==> config.mk <==
export PLATFORM = sky130hd
export DESIGN_NAME = tod_keeper
export DESIGN_NICKNAME = d
export VERILOG_FILES = /design/src/rtl/tod_keeper.sv
export SDC_FILE = /design/constraint.sdc
export NUM_CORES = 1
export LEC_CHECK = 0
export ABC_AREA = 1
export BUFFER_PORTS_ARGS = -buffer_cell sky130_fd_sc_hd__buf_2
export CAP_MARGIN = 20
export CORE_MARGIN = 2
export CORE_UTILIZATION = 45
export CTS_CLUSTER_DIAMETER = 200
export DETAILED_ROUTE_END_ITERATION = 6
export HOLD_SLACK_MARGIN = 0.12
export PLACE_DENSITY_LB_ADDON = 0.12
export RECOVER_POWER = 25
export SLEW_MARGIN = 10
export SYNTH_ARGS = -nofsm -noshare
export SYNTH_HDL_FRONTEND = slang
export SYNTH_SLANG_ARGS = --single-unit
==> constraint.sdc <==
create_clock -name clk -period 1.32 [get_ports clk]
set_clock_uncertainty 0.1 [all_clocks]
set_input_delay 0.264 -clock clk [delete_from_list [all_inputs] [get_ports clk]]
set_output_delay 0.264 -clock clk [all_outputs]
set_load 0.05 [all_outputs]
==> src/rtl/tod_keeper.sv <==
module tod_keeper #(
  parameter bit HOURS_24 = 1'b1
) (
  input  logic       clk,
  input  logic       rst,
  input  logic       sec_tick,
  input  logic       run_en,
  input  logic       load_req,
  input  logic [4:0] ref_hh,
  input  logic [5:0] ref_mm,
  input  logic [5:0] ref_ss,
  output logic [4:0] hh,
  output logic [5:0] mm,
  output logic [5:0] ss,
  output logic [1:0] mode
);

  localparam logic [4:0] H_TOP = HOURS_24 ? 5'd23 : 5'd12;
  localparam logic [4:0] H_BOT = HOURS_24 ? 5'd0 : 5'd1;

  typedef enum logic [1:0] {
    ST_CLEAR = 2'd0,
    ST_RUN   = 2'd1,
    ST_HALT  = 2'd2,
    ST_LOAD  = 2'd3
  } state_t;

  state_t     st_q;
  logic [4:0] hh_q;
  logic [5:0] mm_q, ss_q;

  wire adv    = (st_q == ST_RUN) && sec_tick;
  wire s_last = (ss_q == 6'd59);
  wire m_last = (mm_q == 6'd59);
  wire [4:0] hh_step = (hh_q == H_TOP) ? H_BOT : hh_q + 5'd1;

  always_ff @(posedge clk) begin
    if (rst) begin
      st_q <= ST_CLEAR;
      hh_q <= '0;
      mm_q <= '0;
      ss_q <= '0;
    end else if (load_req) begin
      st_q <= ST_LOAD;
      hh_q <= ref_hh;
      mm_q <= ref_mm;
      ss_q <= ref_ss;
    end else begin
      st_q <= (st_q == ST_LOAD || run_en) ? ST_RUN : ST_HALT;
      if (adv) begin
        ss_q <= s_last ? 6'd0 : ss_q + 6'd1;
        if (s_last) begin
          mm_q <= m_last ? 6'd0 : mm_q + 6'd1;
          if (m_last) hh_q <= hh_step;
        end
      end
    end
  end

  assign hh   = hh_q;
  assign mm   = mm_q;
  assign ss   = ss_q;
  assign mode = st_q;


  reset_clears_chk: assert property (@(posedge clk)
    rst |=> (hh == 5'd0 && mm == 6'd0 && ss == 6'd0 && mode == 2'd0));


  sec_step_chk: assert property (@(posedge clk) disable iff (rst)
    (mode == 2'd1 && sec_tick && !load_req && ss != 6'd59)
    |=> (ss == $past(ss) + 6'd1 && $stable(mm) && $stable(hh)));


  sec_wrap_chk: assert property (@(posedge clk) disable iff (rst)
    (mode == 2'd1 && sec_tick && !load_req && ss == 6'd59 && mm != 6'd59)
    |=> (ss == 6'd0 && mm == $past(mm) + 6'd1 && $stable(hh)));


  min_wrap_chk: assert property (@(posedge clk) disable iff (rst)
    (mode == 2'd1 && sec_tick && !load_req && ss == 6'd59 && mm == 6'd59)
    |=> (ss == 6'd0 && mm == 6'd0 && hh != $past(hh)));


  hour_range_chk: assert property (@(posedge clk) disable iff (rst)
    !load_req |=> (hh <= H_TOP));


  idle_hold_chk: assert property (@(posedge clk) disable iff (rst)
    (mode != 2'd1 && !load_req) |=> ($stable(ss) && $stable(mm) && $stable(hh)));


  load_copy_chk: assert property (@(posedge clk) disable iff (rst)
    load_req |=> (hh == $past(ref_hh) && mm == $past(ref_mm)
                  && ss == $past(ref_ss) && mode == 2'd3));


  load_exit_chk: assert property (@(posedge clk) disable iff (rst)
    (mode == 2'd3 && !load_req) |=> (mode == 2'd1));

endmodule

==> flow_results.xml, run 1 <==
<?xml version="1.0" encoding="UTF-8"?>
<metrics>
  <group name="die">
    <metric name="row_count" unit="">19</metric>
    <metric name="floorplan.initialDensity" unit="%">46.5</metric>
    <metric name="core_area" unit="um2">2710</metric>
    <metric name="ios" unit="">41</metric>
    <metric name="die_width" unit="um">56.9</metric>
    <metric name="fp.dieH" unit="um">56.9</metric>
    <metric name="dieArea" unit="um2">3240</metric>
  </group>
  <group name="status">
    <metric name="outcome" unit="">finished, violations left</metric>
    <metric name="violated_checks" unit="">negative setup slack</metric>
  </group>
  <group name="drt">
    <metric name="drt-wirelength-per-cell" unit="um">10.6</metric>
    <metric name="viasPerCell" unit="">4.82</metric>
    <metric name="total_iterations_of_the_first_detailed_routing_run" unit="">4</metric>
    <metric name="route.vias.total" unit="">1355</metric>
    <metric name="wirelength" unit="um">2980</metric>
    <metric name="ant_nets" unit="">0</metric>
    <metric name="drc" unit="">0</metric>
    <metric name="drt-initial-drc-count" unit="">55</metric>
  </group>
  <group name="grt">
    <metric name="global_route_met1_utilization" unit="%">28.1</metric>
    <metric name="number_of_antenna_violations_at_the_first_check_in_global_routing" unit="">0</metric>
    <metric name="global_route.peak_usage_layer" unit="">met2</metric>
    <metric name="grt_use_met2" unit="%">32.5</metric>
    <metric name="grt.met3_usage" unit="%">2.27</metric>
    <metric name="grt_pass1_wl" unit="um">5310</metric>
    <metric name="grt_pass1_vias" unit="">1244</metric>
    <metric name="globalRouteTotalUtil" unit="%">20.1</metric>
    <metric name="overflow" unit="">0</metric>
    <metric name="grt_start_max_net_pins" unit="">13</metric>
  </group>
  <group name="critical_path">
    <metric name="critical_path_required" unit="ns">1.43</metric>
    <metric name="worstPathMaxFanout" unit="">5</metric>
    <metric name="crit_path_max_incr_delay" unit="ns">0.38</metric>
    <metric name="end_kind" unit="">flop</metric>
    <metric name="cp-start-kind" unit="">flop</metric>
    <metric name="critical_path_buf_inv_count" unit="">0</metric>
    <metric name="timing.setup.critical_path_class" unit="">flop to flop</metric>
    <metric name="ff2ff_path_depth" unit="">6</metric>
    <metric name="crit-reg2reg-launch" unit="">ss[1]</metric>
    <metric name="cp_cell_sequence" unit="">ha_4 -&gt; nand2_4 -&gt; o21ai_4 -&gt; nand2_4 -&gt; o21ai_0 -&gt; nor2_1</metric>
    <metric name="worst_ep_arrival" unit="ns">1.50</metric>
    <metric name="r2r_slack" unit="ns">-0.07</metric>
    <metric name="critical_path.top_delay_family" unit="">compound AO/OA/AOI/OAI gates</metric>
    <metric name="worst_path_max_delay_cell" unit="">sky130_fd_sc_hd__dfxtp_4</metric>
    <metric name="regToRegEndpoint" unit="">mm[1]</metric>
    <metric name="crit_top_cell" unit="">sky130_fd_sc_hd__nand2_4</metric>
  </group>
  <group name="timing">
    <metric name="grt_setup_unrepaired" unit="">yes</metric>
    <metric name="setup_ws" unit="ns">-0.0694</metric>
    <metric name="maxSlewHeadroom" unit="%">76.5</metric>
    <metric name="min_period" unit="ns">1.39</metric>
    <metric name="final-setup-viol-count" unit="">10</metric>
    <metric name="tightestPinTransition" unit="ns">0.352</metric>
    <metric name="final_min_period_over_clock_period" unit="%">105</metric>
    <metric name="finalHoldViolCount" unit="">0</metric>
    <metric name="fmax" unit="MHz">720</metric>
    <metric name="whs" unit="ns">0.157</metric>
    <metric name="timing_max_transition_violations_final" unit="">0</metric>
  </group>
  <group name="yosys">
    <metric name="syn_avg_cell_area" unit="um2">6.40</metric>
    <metric name="ys.flop_type" unit="">sky130_fd_sc_hd__dfxtp_1</metric>
    <metric name="number_of_synthesized_flops_with_an_enable_pin" unit="">0</metric>
    <metric name="syn_nets" unit="">222</metric>
    <metric name="synth_area_leader_cell" unit="">sky130_fd_sc_hd__dfxtp_1</metric>
    <metric name="share_of_flip_flops_with_an_asynchronous_set_or_reset" unit="%">0</metric>
    <metric name="ys_seq_area_share" unit="%">30.2</metric>
    <metric name="post-synth-top-area-fraction" unit="%">30.2</metric>
    <metric name="netlist-cell-type-count" unit="">27</metric>
    <metric name="synth_area_leaders" unit="">sky130_fd_sc_hd__dfxtp_1 30%, sky130_fd_sc_hd__nand2_1 17%, sky130_fd_sc_hd__nor2_1 8.3%</metric>
    <metric name="synth.yosys.warnings" unit="">0</metric>
    <metric name="summed_instance_area_of_the_synthesized_netlist" unit="um2">1260</metric>
    <metric name="ys_ff_latch" unit="">19</metric>
    <metric name="synthesis.instances" unit="">197</metric>
  </group>
  <group name="placement">
    <metric name="dpl.hpwl" unit="um">2150</metric>
    <metric name="place_congestion" unit="">0.812</metric>
    <metric name="postPlaceCellArea" unit="um2">1610</metric>
    <metric name="dpl_worst_slack" unit="ns">-0.00615</metric>
    <metric name="dp.cells" unit="">274</metric>
    <metric name="port-buffer-count" unit="">40</metric>
  </group>
  <group name="cts">
    <metric name="number_of_buffers_added_by_the_clock_tree_synthesis_step" unit="">3</metric>
    <metric name="cts.sinks" unit="">19</metric>
    <metric name="cts_max_level" unit="">1</metric>
    <metric name="ctsRootBufferMaster" unit="">sky130_fd_sc_hd__clkbuf_4</metric>
    <metric name="tritoncts" unit="">built</metric>
    <metric name="insertion_delay" unit="ns">0.30</metric>
    <metric name="max-clock-path-buffers" unit="">2</metric>
    <metric name="cts.clk_slew.worst_paths" unit="ns">0.12</metric>
    <metric name="post_cts.repair.setup_buffers" unit="">0</metric>
  </group>
  <group name="final_layout">
    <metric name="antenna_cells" unit="">0</metric>
    <metric name="multi_input_comb_area" unit="um2">795</metric>
    <metric name="post_route_cells_drive_above_1_share" unit="%">38.4</metric>
    <metric name="final_design_area_no_fill" unit="um2">1780</metric>
    <metric name="layout.area.seq" unit="um2">438</metric>
    <metric name="fillers" unit="">262</metric>
    <metric name="nNetsFinal" unit="">276</metric>
    <metric name="layout-area-overhead-vs-synth" unit="%">41.1</metric>
    <metric name="finalNonFillerCells" unit="">281</metric>
  </group>
  <group name="hold_path">
    <metric name="worst_hold_startpoint" unit="">ref_mm[4]</metric>
    <metric name="hold-path-endpoint" unit="">mm[4]</metric>
    <metric name="worstHoldPathCells" unit="">5</metric>
    <metric name="hold_class" unit="">primary input to flop</metric>
  </group>
  <group name="power">
    <metric name="seq_power_share" unit="%">43.7</metric>
    <metric name="comb_power_share" unit="%">35.6</metric>
    <metric name="irDropWorstVdd" unit="mV">0.615</metric>
    <metric name="post-layout-total-power" unit="uW">1510</metric>
    <metric name="cellLeakagePower" unit="uW">0.000878</metric>
    <metric name="power.density_cell_area" unit="nW/um2">850</metric>
    <metric name="cellInternalPower" unit="uW">930</metric>
    <metric name="sw_frac_of_total" unit="%">38.5</metric>
    <metric name="switching_power" unit="uW">583</metric>
    <metric name="p_clk_share" unit="%">20.7</metric>
  </group>
  <group name="job">
    <metric name="drv_cap" unit="">0</metric>
  </group>
</metrics>
==> cells in the final DEF (no fill, tap or decap) <==
cell,synthesis,final
sky130_fd_sc_hd__nor2_1,28,27
sky130_fd_sc_hd__dlygate4sd3_1,0,2
sky130_fd_sc_hd__xor2_1,4,4
sky130_fd_sc_hd__o21ai_2,0,3
sky130_fd_sc_hd__nand4_1,3,3
sky130_fd_sc_hd__o21ai_0,13,10
sky130_fd_sc_hd__a21oi_2,0,3
sky130_fd_sc_hd__ha_2,0,1
sky130_fd_sc_hd__a21oi_1,6,3
sky130_fd_sc_hd__nand2_4,2,4
sky130_fd_sc_hd__o21bai_1,1,1
sky130_fd_sc_hd__nand3_4,1,1
sky130_fd_sc_hd__inv_1,23,23
sky130_fd_sc_hd__nand2_1,58,57
sky130_fd_sc_hd__clkinvlp_4,0,1
sky130_fd_sc_hd__buf_2,1,25
sky130_fd_sc_hd__o21ai_4,1,1
sky130_fd_sc_hd__o21ai_1,1,1
sky130_fd_sc_hd__nor2_2,1,2
sky130_fd_sc_hd__dfxtp_2,0,4
sky130_fd_sc_hd__ha_4,0,1
sky130_fd_sc_hd__xnor2_1,2,2
sky130_fd_sc_hd__buf_8,0,3
sky130_fd_sc_hd__a31oi_1,1,1
sky130_fd_sc_hd__buf_4,0,14
sky130_fd_sc_hd__dfxtp_4,0,14
sky130_fd_sc_hd__buf_6,1,4
sky130_fd_sc_hd__nand3b_1,1,1
sky130_fd_sc_hd__nand3_2,2,2
sky130_fd_sc_hd__nand3_1,16,16
sky130_fd_sc_hd__clkbuf_4,0,8
sky130_fd_sc_hd__inv_2,3,2
sky130_fd_sc_hd__nand2_2,2,2
sky130_fd_sc_hd__inv_4,0,1
sky130_fd_sc_hd__ha_1,3,1
sky130_fd_sc_hd__dfxtp_1,19,1
sky130_fd_sc_hd__a21o_1,1,1
==> cells by family after synthesis <==
group,after synthesis,synth area share [%]
xor gates and xnor gates,6,4.17
buffers and inverters,31,11.5
AOI/OAI and AO/OA,24,10.9
and+or+nand+nor,114,40.3
DFF,19,30.2
adders and majority gates,3,2.98
==> power groups by stage <==
| stage | Combinational [uW] | Sequential, uW | Clock [uW] |
|---|---|---|---|
| 2_1_floorplan | 200 | 817 | 0 |
| 3_3_place_gp | 474 | 671 | 0 |
| 3_5_place_dp | 474 | 673 | 0 |
| 4_1_cts | 508 | 661 | 328 |
| 5_1_grt | 594 | 671 | 350 |
| 6_report | 539 | 660 | 313 |
==> through the flow <==
| stage | utilization [%] | setup TNS (ns) |
|---|---|---|
| global route | 65.7 | -2.05 |
| floorplan | - | -0.243 |
| finish | 65.7 | -0.417 |
| global placement | 59.4 | 0 |
| detailed placement | 59.4 | -0.00901 |
| CTS | 63.2 | -0.124 |
==> cell usage after synthesis (2+ instances only) <==
cell / n
sky130_fd_sc_hd__ha_1: 3
sky130_fd_sc_hd__nand2_2: 2
sky130_fd_sc_hd__nand3_2: 2
sky130_fd_sc_hd__a21oi_1: 6
sky130_fd_sc_hd__xor2_1: 4
sky130_fd_sc_hd__inv_1: 23
sky130_fd_sc_hd__nand4_1: 3
sky130_fd_sc_hd__o21ai_0: 13
sky130_fd_sc_hd__nand2_4: 2
sky130_fd_sc_hd__xnor2_1: 2
sky130_fd_sc_hd__dfxtp_1: 19
sky130_fd_sc_hd__clkbuf_8: 2
sky130_fd_sc_hd__nand2_1: 58
sky130_fd_sc_hd__inv_2: 3
sky130_fd_sc_hd__nand3_1: 16
sky130_fd_sc_hd__nor2_1: 28
==> area by class of cell <==
type	instances	area share [%]
clock buffers	3	1.27
inverters	26	5.63
flip-flops and latches	19	24.6
clock inverters	1	0.422
multi-input cells	148	44.7
repair buffers	53	21.2
well taps	31	2.18
==> metal layers <==
layer / up-vias / wire (um)
met4: 0 / 33
met1: 590 / 1450
met5: - / 0
met3: 5 / 123
li1: 729 / -
met2: 31 / 1370
==> flip-flops by register name, summed over array words and instances, names as in the netlist <==
name	flops
ss	6
mode	2
mm	6
hh	5
==> worst min-delay path, stage by stage <==
cell	delay (ns)
sky130_fd_sc_hd__buf_2	0.07
sky130_fd_sc_hd__nand2_1	0.04
sky130_fd_sc_hd__nand2_1	0.05
sky130_fd_sc_hd__nor2_1	0.04
sky130_fd_sc_hd__nor2_1	0.06
==> repair_timing <==
item                       4_1_cts  5_1_grt
resized for setup               17       22
setup endpoints to repair       15       29
hold buffers                     2        0
cloned                           0        1
hold endpoints to repair         2        0
pin swaps                        0       15
==> worst max-delay path by stage <==
| stage | from | endpoint | slack, ns | cells after the start |
|---|---|---|---|---|
| final | ss[1] | mm[1] | -0.07 | 6 |
| after global routing | ss[0] | mm[5] | -0.18 | 8 |
| after CTS | ss[0] | mm[5] | -0.04 | 8 |
| after detailed placement | ss[0] | mm[5] | -0.006 | 8 |
| after global placement | ss[0] | mm[4] | 0.02 | 8 |
| after floorplan | ss[0] | mm[4] | -0.06 | 8 |
Note: power is estimated with default switching activity, not from simulation.
==> run 2: changes to the inputs <==
--- a/config.mk
+++ b/config.mk
@@ -9,7 +9,8 @@
 export BUFFER_PORTS_ARGS = -buffer_cell sky130_fd_sc_hd__buf_2
 export CAP_MARGIN = 20
 export CORE_MARGIN = 2
-export CORE_UTILIZATION = 45
+export CORE_UTILIZATION = 56
+export CTS_BUF_LIST = sky130_fd_sc_hd__clkbuf_2
 export CTS_CLUSTER_DIAMETER = 200
 export DETAILED_ROUTE_END_ITERATION = 6
 export HOLD_SLACK_MARGIN = 0.12
==> constraint.sdc (replaced) <==
create_clock -name clk -period 1.6 [get_ports clk]
set_clock_uncertainty 0.1 [all_clocks]
set_input_delay 0.32 -clock clk [delete_from_list [all_inputs] [get_ports clk]]
set_output_delay 0.32 -clock clk [all_outputs]
set_load 0.05 [all_outputs]
==> run 2 against run 1 <==
Effect of this change:
- sequential share of layout area up 1.2 points
- highest routed layer unchanged
- the flow now finishes without violations
- hold slack worse by 0.034 ns
- register-to-register slack gained 0.19 ns
- design area fell by 15%
- first-iteration DRC count shrank 42%
- non-clock buffer count down 10
- global-route usage increased by 5.4 points
- combinational power fell by 32%
- power shrank 24%
==> flow_results.xml, run 2 (same netlist as run 1, synthesis figures left out) <==
<?xml version="1.0" encoding="UTF-8"?>
<metrics>
  <group name="final_layout">
    <metric name="finalNonFillerCells" unit="">267</metric>
    <metric name="antenna_cells" unit="">0</metric>
    <metric name="post_route_cells_drive_above_1_share" unit="%">27.6</metric>
    <metric name="fillers" unit="">215</metric>
    <metric name="layout-area-overhead-vs-synth" unit="%">19.8</metric>
    <metric name="mostFrequentLayoutCell" unit="">sky130_fd_sc_hd__nand2_1</metric>
    <metric name="most-common-layout-cells" unit="">58 x sky130_fd_sc_hd__nand2_1, 35 x sky130_fd_sc_hd__buf_2, 29 x sky130_fd_sc_hd__nor2_1</metric>
    <metric name="nNetsFinal" unit="">265</metric>
    <metric name="final_util" unit="%">69.7</metric>
  </group>
  <group name="placement">
    <metric name="dp.cells" unit="">262</metric>
    <metric name="place_congestion" unit="">0.809</metric>
    <metric name="dpl.hpwl" unit="um">2260</metric>
    <metric name="port-buffer-count" unit="">40</metric>
  </group>
  <group name="cts">
    <metric name="tritoncts" unit="">built</metric>
    <metric name="cts_max_level" unit="">1</metric>
    <metric name="number_of_buffers_added_by_the_clock_tree_synthesis_step" unit="">3</metric>
    <metric name="post_cts.repair.setup_buffers" unit="">0</metric>
    <metric name="cts.sinks" unit="">19</metric>
    <metric name="ctsRootBufferMaster" unit="">sky130_fd_sc_hd__clkbuf_2</metric>
    <metric name="insertion_delay" unit="ns">0.33</metric>
    <metric name="max-clock-path-buffers" unit="">2</metric>
    <metric name="cts.clk_slew.worst_paths" unit="ns">0.20</metric>
  </group>
  <group name="critical_path">
    <metric name="worst_setup_path_endpoint" unit="">hh[2]</metric>
    <metric name="setup.worst_path.start" unit="">hh[2]</metric>
    <metric name="cp-start-kind" unit="">flop</metric>
    <metric name="crit_path_max_incr_delay" unit="ns">0.50</metric>
    <metric name="worst_ep_arrival" unit="ns">1.12</metric>
    <metric name="regToRegEndpoint" unit="">ss[2]</metric>
    <metric name="worstPathMaxFanout" unit="">7</metric>
    <metric name="ff2ff_path_depth" unit="">6</metric>
    <metric name="crit-reg2reg-launch" unit="">ss[0]</metric>
    <metric name="end_kind" unit="">output pin</metric>
    <metric name="critical_path_required" unit="ns">1.18</metric>
    <metric name="timing.setup.critical_path_class" unit="">flop to output pin</metric>
    <metric name="path_length_in_cells_of_the_critical_path" unit="">1</metric>
    <metric name="r2r_slack" unit="ns">0.12</metric>
    <metric name="critical_path_buf_inv_count" unit="">1</metric>
    <metric name="critical_path.top_delay_family" unit="">flip-flops</metric>
    <metric name="cp_cell_sequence" unit="">clkbuf_4</metric>
    <metric name="worst_path_max_delay_cell" unit="">sky130_fd_sc_hd__dfxtp_1</metric>
  </group>
  <group name="die">
    <metric name="floorplan.initialDensity" unit="%">58.1</metric>
    <metric name="core_area" unit="um2">2170</metric>
    <metric name="ios" unit="">41</metric>
    <metric name="row_count" unit="">17</metric>
    <metric name="die_width" unit="um">51.5</metric>
    <metric name="dieArea" unit="um2">2650</metric>
    <metric name="fp.dieH" unit="um">51.5</metric>
  </group>
  <group name="timing">
    <metric name="finalHoldViolCount" unit="">0</metric>
    <metric name="whs" unit="ns">0.122</metric>
    <metric name="min_period" unit="ns">1.54</metric>
    <metric name="final.setup.tns" unit="ns">0</metric>
    <metric name="grt_setup_unrepaired" unit="">no</metric>
    <metric name="final_min_period_over_clock_period" unit="%">96.4</metric>
    <metric name="tightestPinTransition" unit="ns">0.421</metric>
    <metric name="final-setup-viol-count" unit="">0</metric>
    <metric name="maxSlewHeadroom" unit="%">71.9</metric>
    <metric name="timing_max_transition_violations_final" unit="">0</metric>
    <metric name="fmax" unit="MHz">649</metric>
  </group>
  <group name="drt">
    <metric name="viasPerCell" unit="">5.05</metric>
    <metric name="ant_nets" unit="">0</metric>
    <metric name="route.vias.total" unit="">1348</metric>
    <metric name="drc" unit="">0</metric>
    <metric name="drt-wirelength-per-cell" unit="um">11.1</metric>
    <metric name="total_iterations_of_the_first_detailed_routing_run" unit="">4</metric>
    <metric name="drt-initial-drc-count" unit="">32</metric>
    <metric name="wirelength" unit="um">2970</metric>
  </group>
  <group name="job">
    <metric name="drv_cap" unit="">0</metric>
  </group>
  <group name="grt">
    <metric name="grt_start_max_net_pins" unit="">21</metric>
    <metric name="number_of_antenna_violations_at_the_first_check_in_global_routing" unit="">0</metric>
    <metric name="overflow" unit="">0</metric>
    <metric name="globalRouteTotalUtil" unit="%">25.4</metric>
    <metric name="grt_pass1_vias" unit="">1228</metric>
    <metric name="grt_pass1_wl" unit="um">5100</metric>
  </group>
  <group name="power">
    <metric name="cellLeakagePower" unit="uW">0.000799</metric>
    <metric name="irDropWorstVdd" unit="mV">0.669</metric>
    <metric name="power.density_cell_area" unit="nW/um2">759</metric>
  </group>
  <group name="status">
    <metric name="outcome" unit="">finished, final reports clean</metric>
  </group>
  <group name="hold_path">
    <metric name="hold_class" unit="">primary input to flop</metric>
  </group>
</metrics>
run 2: worst reg2reg max path, cell delays in order, from the launching register on:
cell	delay, ns
sky130_fd_sc_hd__dfxtp_2	0.38
sky130_fd_sc_hd__ha_2	0.21
sky130_fd_sc_hd__nand2_2	0.10
sky130_fd_sc_hd__nor2_1	0.05
sky130_fd_sc_hd__nor2_1	0.28
sky130_fd_sc_hd__nand3_1	0.13
sky130_fd_sc_hd__a21oi_1	0.18
run 2: per-layer routing:
| metal | share of wire [%] | global-route usage [%] | up-vias |
|---|---|---|---|
| met5 | 0 | 0 | - |
| met4 | 1.5 | 10.5 | 0 |
| met3 | 4.7 | 2.63 | 6 |
| met2 | 47 | 42.3 | 47 |
| met1 | 46 | 33.3 | 594 |
| li1 | - | - | 701 |
run 2: layout make-up:
cell class                 count  area [um2]  area share (%)
clock buffer                   3        15.0           0.993
inverter                      26        97.6            6.46
tap                           28        35.0            2.32
timing repair buffer          43         233            15.4
sequential                    19         390            25.8
multi-input combinational    147         736            48.7
clock inverter                 1        5.00           0.331
run 2: where the power goes:
part | internal (uW) | leakage, uW | switching, uW
Clock | 56.7 | 0.0000164 | 168
Sequential | 512 | 0.000160 | 41.8
Combinational | 113 | 0.000623 | 255
Total | 681 | 0.000799 | 465
run 2: timing repair:
item,in CTS,in global routing
hold buffers,1,0
hold endpoints to repair,1,0
setup endpoints to repair,0,8
gates resized for setup,0,5
run 2: per-stage QoR:
step / instance area [um2] / power, uW / setup WS [ns]
2_1_floorplan: 1270 / 837 / 0.0173
3_3_place_gp: 1470 / 916 / 0.179
3_5_place_dp: 1470 / 927 / 0.131
4_1_cts: 1500 / 1150 / 0.0182
5_1_grt: 1510 / 1210 / 0.00318
6_report: 1510 / 1150 / 0.0582
run 2: worst min path at each step:
| stage | endpoint | depth (start not counted) | start |
|---|---|---|---|
| global placement | mm[1] | 2 | mm[1] |
| global route | ss[1] | 3 | ref_ss[1] |
| detailed placement | mm[1] | 2 | mm[1] |
| finish | ss[1] | 3 | ref_ss[1] |
| CTS | ss[1] | 3 | ref_ss[1] |
| floorplan | ss[0] | 1 | rst |
